File: src/rtl/vpg_pkg.sv
package vpg_pkg;
  localparam int MODE_W  = 3;
  localparam int LINE_W  = 10;
  localparam int RES_W   = 12;
  localparam int RES_MAX = 2354;

  localparam logic [MODE_W-1:0] MD_DRAFT   = 3'd0;
  localparam logic [MODE_W-1:0] MD_AF1     = 3'd1;
  localparam logic [MODE_W-1:0] MD_AF2     = 3'd2;
  localparam logic [MODE_W-1:0] MD_FRM_ALT = 3'd3;
  localparam logic [MODE_W-1:0] MD_FRM_A   = 3'd4;
  localparam logic [MODE_W-1:0] MD_FRM_B   = 3'd5;

  typedef struct packed {
    logic [LINE_W-1:0] lines;
    logic [RES_W-1:0]  extra;
  } period_t;

  // reserved codes fall back to draft timing
  function automatic period_t period_of(input logic [MODE_W-1:0] m, input logic pal);
    period_t p;
    case (m)
      MD_AF1: begin
        p.lines = pal ? 10'd134 : 10'd112;
        p.extra = pal ? 12'd2354 : 12'd1372;
      end
      MD_AF2: begin
        p.lines = pal ? 10'd67 : 10'd56;
        p.extra = pal ? 12'd1178 : 12'd686;
      end
      MD_FRM_ALT, MD_FRM_A, MD_FRM_B: begin
        p.lines = pal ? 10'd944 : 10'd1012;
        p.extra = pal ? 12'd464 : 12'd1672;
      end
      default: begin
        p.lines = pal ? 10'd269 : 10'd224;
        p.extra = pal ? 12'd2039 : 12'd1372;
      end
    endcase
    return p;
  endfunction
endpackage

File: src/rtl/vpg_cfg_latch.sv
module vpg_cfg_latch
  import vpg_pkg::*;
(
  input  logic              clk_i,
  input  logic              rst_ni,
  input  logic              wrap_i,
  input  logic [MODE_W-1:0] mode_i,
  input  logic              pal_i,
  output logic [MODE_W-1:0] mode_o,
  output logic              pal_o,
  output logic              field_b_o
);
  logic [MODE_W-1:0] mode_q;
  logic              pal_q;
  logic              field_q;
  logic              field_d;

  always_comb begin
    case (mode_i)
      MD_FRM_ALT: field_d = (mode_q == MD_FRM_ALT) ? ~field_q : 1'b0;
      MD_FRM_B:   field_d = 1'b1;
      default:    field_d = 1'b0;
    endcase
  end

  always_ff @(posedge clk_i or negedge rst_ni) begin
    if (!rst_ni) begin
      mode_q  <= MD_DRAFT;
      pal_q   <= 1'b0;
      field_q <= 1'b0;
    end else if (wrap_i) begin
      mode_q  <= mode_i;
      pal_q   <= pal_i;
      field_q <= field_d;
    end
  end

  assign mode_o    = mode_q;
  assign pal_o     = pal_q;
  assign field_b_o = field_q;

  assert_cfg_hold_R6: assert property (@(posedge clk_i) disable iff (!rst_ni)
    !wrap_i |=> ($stable(mode_q) && $stable(pal_q) && $stable(field_q)));

  assert_field_alt_R7: assert property (@(posedge clk_i) disable iff (!rst_ni)
    (wrap_i && mode_q == MD_FRM_ALT && mode_i == MD_FRM_ALT) |=> (field_q != $past(field_q)));

  assert_field_b_R7: assert property (@(posedge clk_i) disable iff (!rst_ni)
    (wrap_i && mode_i == MD_FRM_B) |=> field_q);

  assert_field_a_R7: assert property (@(posedge clk_i) disable iff (!rst_ni)
    (wrap_i && mode_i != MD_FRM_B && mode_i != MD_FRM_ALT) |=> !field_q);
endmodule

File: src/rtl/vpg_line_counter.sv
module vpg_line_counter
  import vpg_pkg::*;
#(
  parameter int H_LEN = 1560,
  parameter int CNT_W = 12
) (
  input  logic              clk_i,
  input  logic              rst_ni,
  input  logic [MODE_W-1:0] mode_i,
  input  logic              pal_i,
  output logic [LINE_W-1:0] line_o,
  output logic              wrap_o
);
  period_t           per;
  logic [CNT_W-1:0]  h_q;
  logic [LINE_W-1:0] line_q;
  logic              in_tail;
  logic [CNT_W-1:0]  h_last;
  logic              line_end;

  assign per      = period_of(mode_i, pal_i);
  assign in_tail  = (line_q == per.lines);
  // residual segment may be longer than a line
  assign h_last   = in_tail ? (CNT_W'(per.extra) - CNT_W'(1)) : CNT_W'(H_LEN - 1);
  assign line_end = (h_q == h_last);
  assign wrap_o   = in_tail && line_end;

  always_ff @(posedge clk_i or negedge rst_ni) begin
    if (!rst_ni) begin
      h_q    <= '0;
      line_q <= '0;
    end else if (line_end) begin
      h_q    <= '0;
      line_q <= wrap_o ? '0 : line_q + LINE_W'(1);
    end else begin
      h_q    <= h_q + CNT_W'(1);
    end
  end

  assign line_o = line_q;

  assert_line_bound_R5: assert property (@(posedge clk_i) disable iff (!rst_ni)
    line_q <= per.lines);

  assert_wrap_restart_R5: assert property (@(posedge clk_i) disable iff (!rst_ni)
    wrap_o |=> (line_q == '0 && h_q == '0));
endmodule

File: src/rtl/vpg_vd_shaper.sv
module vpg_vd_shaper #(
  parameter int VD_W = 8
) (
  input  logic clk_i,
  input  logic rst_ni,
  input  logic wrap_i,
  output logic vd_no
);
  localparam int CW = $clog2(VD_W + 1);

  logic [CW-1:0] cnt_q;

  always_ff @(posedge clk_i or negedge rst_ni) begin
    if (!rst_ni)             cnt_q <= CW'(VD_W);
    else if (wrap_i)         cnt_q <= CW'(VD_W);
    else if (cnt_q != '0)    cnt_q <= cnt_q - CW'(1);
  end

  assign vd_no = (cnt_q == '0);

  assert_vd_start_R4: assert property (@(posedge clk_i) disable iff (!rst_ni)
    wrap_i |=> !vd_no);

  assert_vd_fall_cause_R4: assert property (@(posedge clk_i) disable iff (!rst_ni)
    $fell(vd_no) |-> $past(wrap_i));

  assert_vd_done_R4: assert property (@(posedge clk_i) disable iff (!rst_ni)
    wrap_i |-> vd_no);
endmodule

File: src/rtl/vdrive_period_gen.sv
module vdrive_period_gen
  import vpg_pkg::*;
#(
  parameter int H_LEN = 1560,
  parameter int VD_W  = 8
) (
  input  logic              clk_i,
  input  logic              rst_ni,
  input  logic [MODE_W-1:0] mode_i,
  input  logic              pal_i,
  output logic              vd_no,
  output logic [LINE_W-1:0] line_o,
  output logic              field_b_o
);
  localparam int HMAX  = (H_LEN > RES_MAX) ? H_LEN : RES_MAX;
  localparam int CNT_W = $clog2(HMAX + 1);

  logic [MODE_W-1:0] mode_q;
  logic              pal_q;
  logic              wrap;

  vpg_cfg_latch u_cfg (
    .clk_i     (clk_i),
    .rst_ni    (rst_ni),
    .wrap_i    (wrap),
    .mode_i    (mode_i),
    .pal_i     (pal_i),
    .mode_o    (mode_q),
    .pal_o     (pal_q),
    .field_b_o (field_b_o)
  );

  vpg_line_counter #(.H_LEN(H_LEN), .CNT_W(CNT_W)) u_cnt (
    .clk_i  (clk_i),
    .rst_ni (rst_ni),
    .mode_i (mode_q),
    .pal_i  (pal_q),
    .line_o (line_o),
    .wrap_o (wrap)
  );

  vpg_vd_shaper #(.VD_W(VD_W)) u_vd (
    .clk_i  (clk_i),
    .rst_ni (rst_ni),
    .wrap_i (wrap),
    .vd_no  (vd_no)
  );
endmodule

File: config.mk
export PLATFORM = sky130hd
export DESIGN_NAME = vdrive_period_gen
export DESIGN_NICKNAME = d
export VERILOG_FILES = /design/src/rtl/vpg_pkg.sv /design/src/rtl/vpg_cfg_latch.sv /design/src/rtl/vpg_line_counter.sv /design/src/rtl/vpg_vd_shaper.sv /design/src/rtl/vdrive_period_gen.sv
export SDC_FILE = /design/constraint.sdc
export NUM_CORES = 1
export LEC_CHECK = 0
export BUFFER_PORTS_ARGS = -buffer_cell sky130_fd_sc_hd__buf_2
export CAP_MARGIN = 20
export CORE_ASPECT_RATIO = 1.25
export CORE_MARGIN = 4
export CORE_UTILIZATION = 31
export CTS_BUF_LIST = sky130_fd_sc_hd__clkbuf_8
export DETAILED_ROUTE_END_ITERATION = 16
export GPL_TIMING_DRIVEN = 0
export PLACE_DENSITY_LB_ADDON = 0.2
export SETUP_SLACK_MARGIN = 0.1
export SKIP_CTS_REPAIR_TIMING = 1
export SLEW_MARGIN = 10
export SYNTH_ARGS = -nofsm -noshare
export SYNTH_HDL_FRONTEND = slang
export SYNTH_SLANG_ARGS = --single-unit
File: constraint.sdc
create_clock -name clk_i -period 9.6 [get_ports clk_i]
set_input_delay 1.92 -clock clk_i [delete_from_list [all_inputs] [get_ports clk_i]]
set_output_delay 1.92 -clock clk_i [all_outputs]
set_load 0.02 [all_outputs]
==> summary.txt, run 1 <==
Worst hold path
  • Class of the tightest hold or removal check: reg -> reg

Floorplanning
  • Overall die area: between 9000 and 10000 sq um
  • Vertical extent of the die: approximately 110 microns
  • Row count: 36
  • Ports placed on the boundary: 18
  • Initial core utilization: between 30% and 40%
  • Core Box Area: approximately 7800 sq um
  • Die X-Extent: 88.62 microns

Final layout
  • Area growth from synthesis to layout: 12.07%
  • Count of placed standard cells in the final layout, fillers left out: ~420
  • Summed area of non-filler cells in the final layout: approximately 2800 sq um
  • Net count, final: about 340
  • Most frequent cells in the layout: sky130_fd_sc_hd__dfrtp_1 (30), sky130_fd_sc_hd__nand2_1 (25), sky130_fd_sc_hd__buf_2 (23), sky130_fd_sc_hd__o21ai_0 (20), sky130_fd_sc_hd__nor2_1 (19)
  • Count of antenna diodes in the layout: 0
  • Utilization after layout: 36.02%
  • Most frequent standard cell in the layout excluding fill and tap cells: sky130_fd_sc_hd__dfrtp_1
  • Proportion of layout cells with a drive suffix above 1: between 10% and 20%

STA
  • Setup TNS Final: 0 ns
  • Number of hold violations in the final report: 0
  • Period Utilization, post-route: 39.06%
  • Slew Viols, Final: 0
  • Transition time at the pin with the least slew margin: ~0.75 ns
  • Worst rel slew slack: between 40% and 50%
  • Final setup skew: around 0.0072 ns
  • # setup viols final: 0
  • Setup repair after global routing missed its margin: no
  • Minimum clock period: ~3.7 ns
  • Top achievable clock speed: roughly 270 MHz

Drt
  • Total number of vias: between 2000 and 2500
  • DRC violations left: 0
  • Met3 Routed Length: 251 microns
  • Number of vias per cell after detailed routing: about 5.4
  • Amount of wire on met2 after detailed routing: roughly 3300 microns
  • Top metal layer carrying routed signals: met4
  • Iteration-0 DRC Markers: 184
  • Detailed-routing wirelength on met1: 3274 microns
  • Antenna-violating nets left: 0
  • DRT Pass-1 Iters: 5
  • Sum of routed wire length over all layers: 6945 microns
  • Avg WL per Cell: between 15 and 20 microns

Critical path
  • Capturing element type of the critical path: register
  • CP required: about 10 ns
  • Number of buffer and inverter stages on the critical path: 4
  • Startpoint of the most critical setup path: u_cfg.mode_o[1]
  • Capture point of the worst path: u_cnt.line_o[1]
  • Slowest stage delay, CP: roughly 0.61 ns
  • Origin of the critical flop-to-flop path: u_cfg.mode_o[1]
  • Number of gates on the worst path with buffers counted: 11
  • Reg2Reg Depth: 11
  • Data arrival at the endpoint of the critical path: between 3 and 4 ns
  • Worst setup path class: reg -> reg
  • Critical-path cell with the highest stage delay: sky130_fd_sc_hd__nor3_1
  • Family with the most delay on the worst path: buffers and inverters
  • Cell repeated most along the worst path: sky130_fd_sc_hd__buf_2
  • Chain of cells forming the critical path: buf_2 > buf_2 > buf_1 > o221ai_1 > nand4_2 > nor3_1 > mux2_2 > o221ai_2 > or2_1 > clkbuf_1 > o21ai_0
  • Maximum fanout count along the critical path: 10
  • R2r endpoint: u_cnt.line_o[1]
  • R2r setup slk: about 5.9 ns
  • Type of origin of the critical path: register

Pwr
  • Internal power: about 200 uW
  • Sequential fraction of design power: about 53%
  • NetSw: approximately 53 uW
  • Maximum resistive drop on vdd: between 0.00005 and 0.00006 V
  • Gate power share: under 10%
  • Clock share of power: ~46%
  • LEAKAGE: around 0.0011 uW
  • Power density relative to cell area: 88.17 nW/um^2
  • Share of total power consumed by net switching: approximately a fifth

Yosys
  • Top flip-flop cell by instance count after synthesis: sky130_fd_sc_hd__dfrtp_1
  • Post-synth EDFFs: 0
  • Syn Area/Cell: approximately 8.3 sq um
  • Gate count of the mapped netlist: just over 300
  • Synth Register Bits: 31
  • Post-synth top area share: just under 30%
  • Fraction of the yosys area taken by sequential cells: ~30%
  • Main area contributors after synthesis: sky130_fd_sc_hd__dfrtp_1 (30%), sky130_fd_sc_hd__xnor2_1 (5.9%), sky130_fd_sc_hd__o21ai_0 (4.0%)
  • Synth unique cells: 62
  • Cell accounting for the most synthesized area: sky130_fd_sc_hd__dfrtp_1
  • Synthesized area: 2519 sq um
  • Fraction of synthesis flops using an asynchronous set or reset pin: between 90% and 100%
  • Count of synthesis-stage warnings from yosys: 0
  • Net count after synthesis: around 320

Global route
  • Global-route wire length before repair: 11410 microns
  • Aggregate global-route resource usage: 15.25%
  • Pin count of the biggest net entering global routing: 32
  • Vias in the first global route: ~2200
  • GRT Residual Overflow: 0
  • Initial antenna violation count: 0

Clock tree
  • Sinks on the clock net: 31
  • Insertion delay to the later sink of the worst-skew pair: roughly 0.28 ns
  • Number of CTS-inserted buffers: 5
  • TritonCTS clock tree: yes
  • CTS Buffer Depth: 2
  • Level count of the clock H-tree: 2
  • Clock transition at the registers of the reported paths: 0.07 ns
  • Clock root cell: sky130_fd_sc_hd__clkbuf_8

Placement
  • Gpl congestion: between 0.8 and 0.9
  • Placed Cells: around 420
  • DPL Wire Length: 5191 microns
  • Instance area at placement: approximately 2700 sq um
  • Count of input and output buffers: 17

Run
  • Max Cap Violations: 0

Outcome
  • Run status: finished clean
[metal layers]
| layer | GRT usage, % | vias to the layer above |
|---|---|---|
| li1 | - | 1143 |
| met1 | 21.03 | 1109 |
| met2 | 24.36 | 48 |
| met3 | 2.116 | 9 |
| met4 | 4.968 | 0 |
| met5 | 0 | - |
[sequential cells by signal, indices dropped and copies added, names as in the netlist]
register,count
u_cfg.field_b_o,1
u_cfg.mode_o,3
u_cfg.pal_o,1
u_cnt.h_q,12
u_cnt.line_o,10
u_vd.cnt_q,4
[worst min path at each step]
stage | start | end | slack, ns | depth (start not counted)
floorplan | u_vd.cnt_q[1] | u_vd.cnt_q[1] | 0.50 | 2
global placement | u_vd.cnt_q[1] | u_vd.cnt_q[1] | 0.53 | 2
detailed placement | u_vd.cnt_q[1] | u_vd.cnt_q[1] | 0.55 | 2
CTS | u_vd.cnt_q[1] | u_vd.cnt_q[1] | 0.56 | 2
global route | u_vd.cnt_q[1] | u_vd.cnt_q[1] | 0.61 | 2
finish | u_vd.cnt_q[1] | u_vd.cnt_q[1] | 0.55 | 2
[power by group through the flow]
stage	Sequential [uW]	Combinational [uW]	Clock (uW)
final	131	4.28	114
after CTS	131	4.51	118
after detailed placement	133	4.50	0
after global placement	133	4.52	0
after floorplan	133	0.288	0
after global routing	130	5.10	125
[kinds of logic (layout without fill, tap and decap cells)]
kind of cell / after synthesis / after routing / synth area share, %
and+or+nand+nor: 129 / 129 / 28.17
AOI/OAI and AO/OA: 72 / 72 / 20.12
buffers and inverters: 33 / 58 / 5.812
DFF: 31 / 31 / 30.85
xor gates and xnor gates: 25 / 25 / 8.693
muxes: 9 / 9 / 3.875
adders and majority gates: 5 / 5 / 2.484
[worst min-delay path: stages, from the launching register on]
cell	delay [ns]
sky130_fd_sc_hd__dfrtp_1	0.37
sky130_fd_sc_hd__a21oi_1	0.07
sky130_fd_sc_hd__nor2_1	0.07
[layout make-up]
class	instances	area (sq um)
Clock inverter	1	3.754
Sequential cell	31	777.0
Inverter	10	37.54
Fill cell	857	5015
Clock buffer	7	96.34
Buffer	23	108.9
Multi-Input combinational cell	240	1595
Tap cell	95	118.9
Timing Repair Buffer	17	85.08
[cells in the mapped netlist (2+ instances only)]
| cell | count |
|---|---|
| sky130_fd_sc_hd__a211o_1 | 2 |
| sky130_fd_sc_hd__a21oi_1 | 11 |
| sky130_fd_sc_hd__a31oi_1 | 8 |
| sky130_fd_sc_hd__a32oi_1 | 2 |
| sky130_fd_sc_hd__a41oi_1 | 2 |
| sky130_fd_sc_hd__and2_1 | 12 |
| sky130_fd_sc_hd__and3_1 | 2 |
| sky130_fd_sc_hd__buf_1 | 5 |
| sky130_fd_sc_hd__buf_2 | 6 |
| sky130_fd_sc_hd__buf_6 | 2 |
| sky130_fd_sc_hd__clkbuf_1 | 10 |
| sky130_fd_sc_hd__dfrtp_1 | 30 |
| sky130_fd_sc_hd__ha_1 | 5 |
| sky130_fd_sc_hd__inv_1 | 9 |
| sky130_fd_sc_hd__mux2_2 | 6 |
| sky130_fd_sc_hd__mux2i_1 | 3 |
| sky130_fd_sc_hd__nand2_1 | 25 |
| sky130_fd_sc_hd__nand2b_1 | 5 |
| sky130_fd_sc_hd__nand3_1 | 15 |
| sky130_fd_sc_hd__nand3b_1 | 3 |
| sky130_fd_sc_hd__nor2_1 | 19 |
| sky130_fd_sc_hd__nor2_2 | 2 |
| sky130_fd_sc_hd__nor2b_1 | 7 |
| sky130_fd_sc_hd__nor3_1 | 14 |
| sky130_fd_sc_hd__nor3b_1 | 3 |
| sky130_fd_sc_hd__nor4_1 | 3 |
| sky130_fd_sc_hd__nor4b_1 | 2 |
| sky130_fd_sc_hd__o211ai_1 | 3 |
| sky130_fd_sc_hd__o21ai_0 | 20 |
| sky130_fd_sc_hd__o311a_1 | 2 |
| sky130_fd_sc_hd__o31ai_1 | 6 |
| sky130_fd_sc_hd__o41ai_2 | 2 |
| sky130_fd_sc_hd__or3_1 | 6 |
| sky130_fd_sc_hd__xnor2_1 | 17 |
| sky130_fd_sc_hd__xor2_1 | 8 |
[metrics by stage]
step / hold WS [ns] / power [uW] / setup slack (ns)
after global routing: 0.6098 / 260.2 / 5.582
final: 0.5479 / 248.9 / 5.850
after detailed placement: 0.5462 / 137.6 / 5.833
after global placement: 0.5348 / 137.6 / 5.814
after floorplan: 0.4955 / 133.4 / 6.287
after CTS: 0.5619 / 253.5 / 5.817
Note: power is estimated with default switching activity, not from simulation.
==> run 2, diff against run 1 <==
Clock period 9.6 ns to 3.5 ns, I/O delays scaled along.
==> summary.txt, run 2 (synthesized netlist as in run 1, its figures left out) <==
Outcome
  • Run status: finished clean (unchanged)

Clock tree
  • Sinks on the clock net: 31 (unchanged)
  • Level count of the clock H-tree: 2 (unchanged)
  • Number of CTS-inserted buffers: 5 (unchanged)
  • TritonCTS clock tree: yes (unchanged)
  • Clock root cell: sky130_fd_sc_hd__clkbuf_8 (unchanged)
  • CTS Buffer Depth: 2 (unchanged)
  • Insertion delay to the later sink of the worst-skew pair: 0.29 ns (was 0.28 ns)
  • Clock transition at the registers of the reported paths: 0.07 ns (about the same)

Final layout
  • Top register by number of flip-flops: u_cnt.h_q (unchanged)
  • Most frequent cells in the layout: sky130_fd_sc_hd__dfrtp_1 (29), sky130_fd_sc_hd__nand2_1 (25), sky130_fd_sc_hd__buf_2 (23), sky130_fd_sc_hd__o21ai_0 (20), sky130_fd_sc_hd__nor2_1 (19) (was sky130_fd_sc_hd__dfrtp_1 (30), sky130_fd_sc_hd__nand2_1 (25), sky130_fd_sc_hd__buf_2 (23), sky130_fd_sc_hd__o21ai_0 (20), sky130_fd_sc_hd__nor2_1 (19))
  • Summed area of non-filler cells in the final layout: 2958 sq um (was 2823 sq um)
  • Count of antenna diodes in the layout: 0 (unchanged)
  • Number of flip-flops in the largest register: 12 (unchanged)
  • Area growth from synthesis to layout: 17.44% (was 12.07%)
  • Net count, final: 346 (was 339)
  • Fillcell total: 844 (was 857)
  • Most frequent standard cell in the layout excluding fill and tap cells: sky130_fd_sc_hd__dfrtp_1 (unchanged)
  • Count of placed standard cells in the final layout, fillers left out: 431 (was 424)
  • Proportion of layout cells with a drive suffix above 1: 21.13% (was 15.20%)

STA
  • Final worst slack: 0.2234 ns (was 5.850 ns)
  • Period Utilization, post-route: 93.62% (was 39.06%)
  • Minimum clock period: 3.277 ns (was 3.750 ns)
  • Worst rel slew slack: 50.60% (was 49.37%)
  • # setup viols final: 0 (unchanged)
  • Top achievable clock speed: 305.2 MHz (was 266.7 MHz)
  • Number of hold violations in the final report: 0 (unchanged)
  • Setup repair after global routing missed its margin: yes (was no)
  • Transition time at the pin with the least slew margin: 0.7410 ns (was 0.7537 ns)
  • WHS: 0.4733 ns (was 0.5479 ns)
  • Final setup skew: 0.008999 ns (was 0.007232 ns)
  • Slew Viols, Final: 0 (unchanged)

Placement
  • Post-Place Worst Slack: -0.2673 ns (was 5.833 ns)
  • Placed Cells: 416 (unchanged)
  • Gpl congestion: 0.8244 (unchanged)
  • Instance area at placement: 2723 sq um (unchanged)
  • Count of input and output buffers: 17 (unchanged)
  • DPL Wire Length: 5191 microns (unchanged)

Pwr
  • Power density relative to cell area: 232.4 nW/um^2 (was 88.17 nW/um^2)
  • Maximum resistive drop on vdd: 0.0001424 V (was 0.00005178 V)
  • LEAKAGE: 0.001209 uW (was 0.001123 uW)

Floorplanning
  • Die X-Extent: 88.62 microns (unchanged)
  • Overall die area: 9640 sq um (unchanged)
  • Row count: 36 (unchanged)
  • Initial core utilization: 32.14% (unchanged)
  • Vertical extent of the die: 108.8 microns (unchanged)
  • Core Box Area: 7838 sq um (unchanged)
  • Ports placed on the boundary: 18 (unchanged)

Drt
  • Total number of vias: 2407 (was 2309)
  • Antenna-violating nets left: 0 (unchanged)
  • Iteration-0 DRC Markers: 233 (was 184)
  • Sum of routed wire length over all layers: 7114 microns (was 6945 microns)
  • Avg WL per Cell: 16.51 microns (was 16.38 microns)
  • DRC violations left: 0 (unchanged)
  • DRT Pass-1 Iters: 4 (was 5)
  • Number of vias per cell after detailed routing: 5.585 (was 5.446)

Global route
  • Global-route wire length before repair: 11410 microns (unchanged)
  • Vias in the first global route: 2157 (unchanged)
  • GRT Residual Overflow: 0 (unchanged)
  • Pin count of the biggest net entering global routing: 32 (unchanged)
  • Aggregate global-route resource usage: 15.25% (unchanged)
  • Initial antenna violation count: 0 (unchanged)

Critical path
  • Data arrival at the endpoint of the critical path: 3.45 ns (was 3.90 ns)
  • Capturing element type of the critical path: register (unchanged)
  • Startpoint of the most critical setup path: u_cfg.pal_o (was u_cfg.mode_o[1])
  • R2r endpoint: u_cnt.h_q[10] (was u_cnt.line_o[1])
  • Type of origin of the critical path: register (unchanged)
  • Worst setup path class: reg -> reg (unchanged)
  • Capture point of the worst path: u_cnt.h_q[10] (was u_cnt.line_o[1])
  • Origin of the critical flop-to-flop path: u_cfg.pal_o (was u_cfg.mode_o[1])
  • CP required: 3.67 ns (was 9.75 ns)
  • R2r setup slk: 0.22 ns (was 5.85 ns)
  • Maximum fanout count along the critical path: 10 (unchanged)
  • Reg2Reg Depth: 12 (was 11)

Run
  • Max Cap Violations: 0 (unchanged)

Worst hold path
  • Class of the tightest hold or removal check: in -> async (was reg -> reg)
[run 2: cell types whose count changed in the layout (fill, tap and decap cells not counted), sizes merged]
cell,change
clkbuf,+1
buf,+6
[run 2: area by class of cell]
class | count | area, sq um | area share, %
multi-input cells | 240 | 1659 | 56.09
flip-flops and latches | 31 | 778.2 | 26.31
repair buffers | 24 | 141.4 | 4.780
plain buffers | 23 | 122.6 | 4.146
well taps | 95 | 118.9 | 4.019
clock buffers | 7 | 96.34 | 3.257
inverters | 10 | 37.54 | 1.269
clock inverters | 1 | 3.754 | 0.1269
[run 2: where the power goes]
part / leakage [uW] / internal [uW] / switching (uW)
Clock: 0.0000557 / 177 / 141
Sequential: 0.000408 / 358 / 0
Combinational: 0.000745 / 2.58 / 9.40
[run 2: metrics by stage]
step / TNS (ns) / total power [uW] / util, %
finish: 0 / 687.4 / 37.74
global route: -0.01287 / 714.6 / 37.74
CTS: -4.535 / 695.3 / 36.02
detailed placement: -4.068 / 377.3 / 34.74
global placement: -4.855 / 377.4 / 34.74
floorplan: 0 / 365.8 / -
[run 2: how the worst min path moves through the flow]
stage | start | cells after the start | slack [ns] | end
floorplan | rst_ni | 0 | 0.40 | u_cfg.field_b_o
global placement | u_vd.cnt_q[1] | 2 | 0.53 | u_vd.cnt_q[1]
detailed placement | u_vd.cnt_q[1] | 2 | 0.55 | u_vd.cnt_q[1]
CTS | rst_ni | 1 | 0.49 | u_cnt.line_o[5]
global route | rst_ni | 1 | 0.53 | u_cnt.line_o[9]
finish | rst_ni | 1 | 0.47 | u_cnt.line_o[9]
[run 2: layer usage]
| layer | global-route usage, % | routed length, microns | up-vias |
|---|---|---|---|
| met3 | 2.116 | 323 | 12 |
| met5 | 0 | 0 | - |
| met2 | 24.36 | 3358 | 67 |
| li1 | - | - | 1160 |
| met1 | 21.03 | 3301 | 1168 |
| met4 | 4.968 | 130 | 0 |
[run 2: worst max-delay path: stages, from the launching register on]
cell and delay (ns):
sky130_fd_sc_hd__dfrtp_1 0.35, sky130_fd_sc_hd__buf_2 0.24, sky130_fd_sc_hd__clkinv_1 0.34, sky130_fd_sc_hd__a221oi_1 0.35, sky130_fd_sc_hd__a31oi_1 0.07, sky130_fd_sc_hd__a31oi_1 0.36
sky130_fd_sc_hd__o311ai_0 0.30, sky130_fd_sc_hd__o211ai_1 0.24, sky130_fd_sc_hd__o221ai_4 0.21, sky130_fd_sc_hd__or2_1 0.28, sky130_fd_sc_hd__buf_6 0.15, sky130_fd_sc_hd__buf_6 0.12
sky130_fd_sc_hd__and2_4 0.14
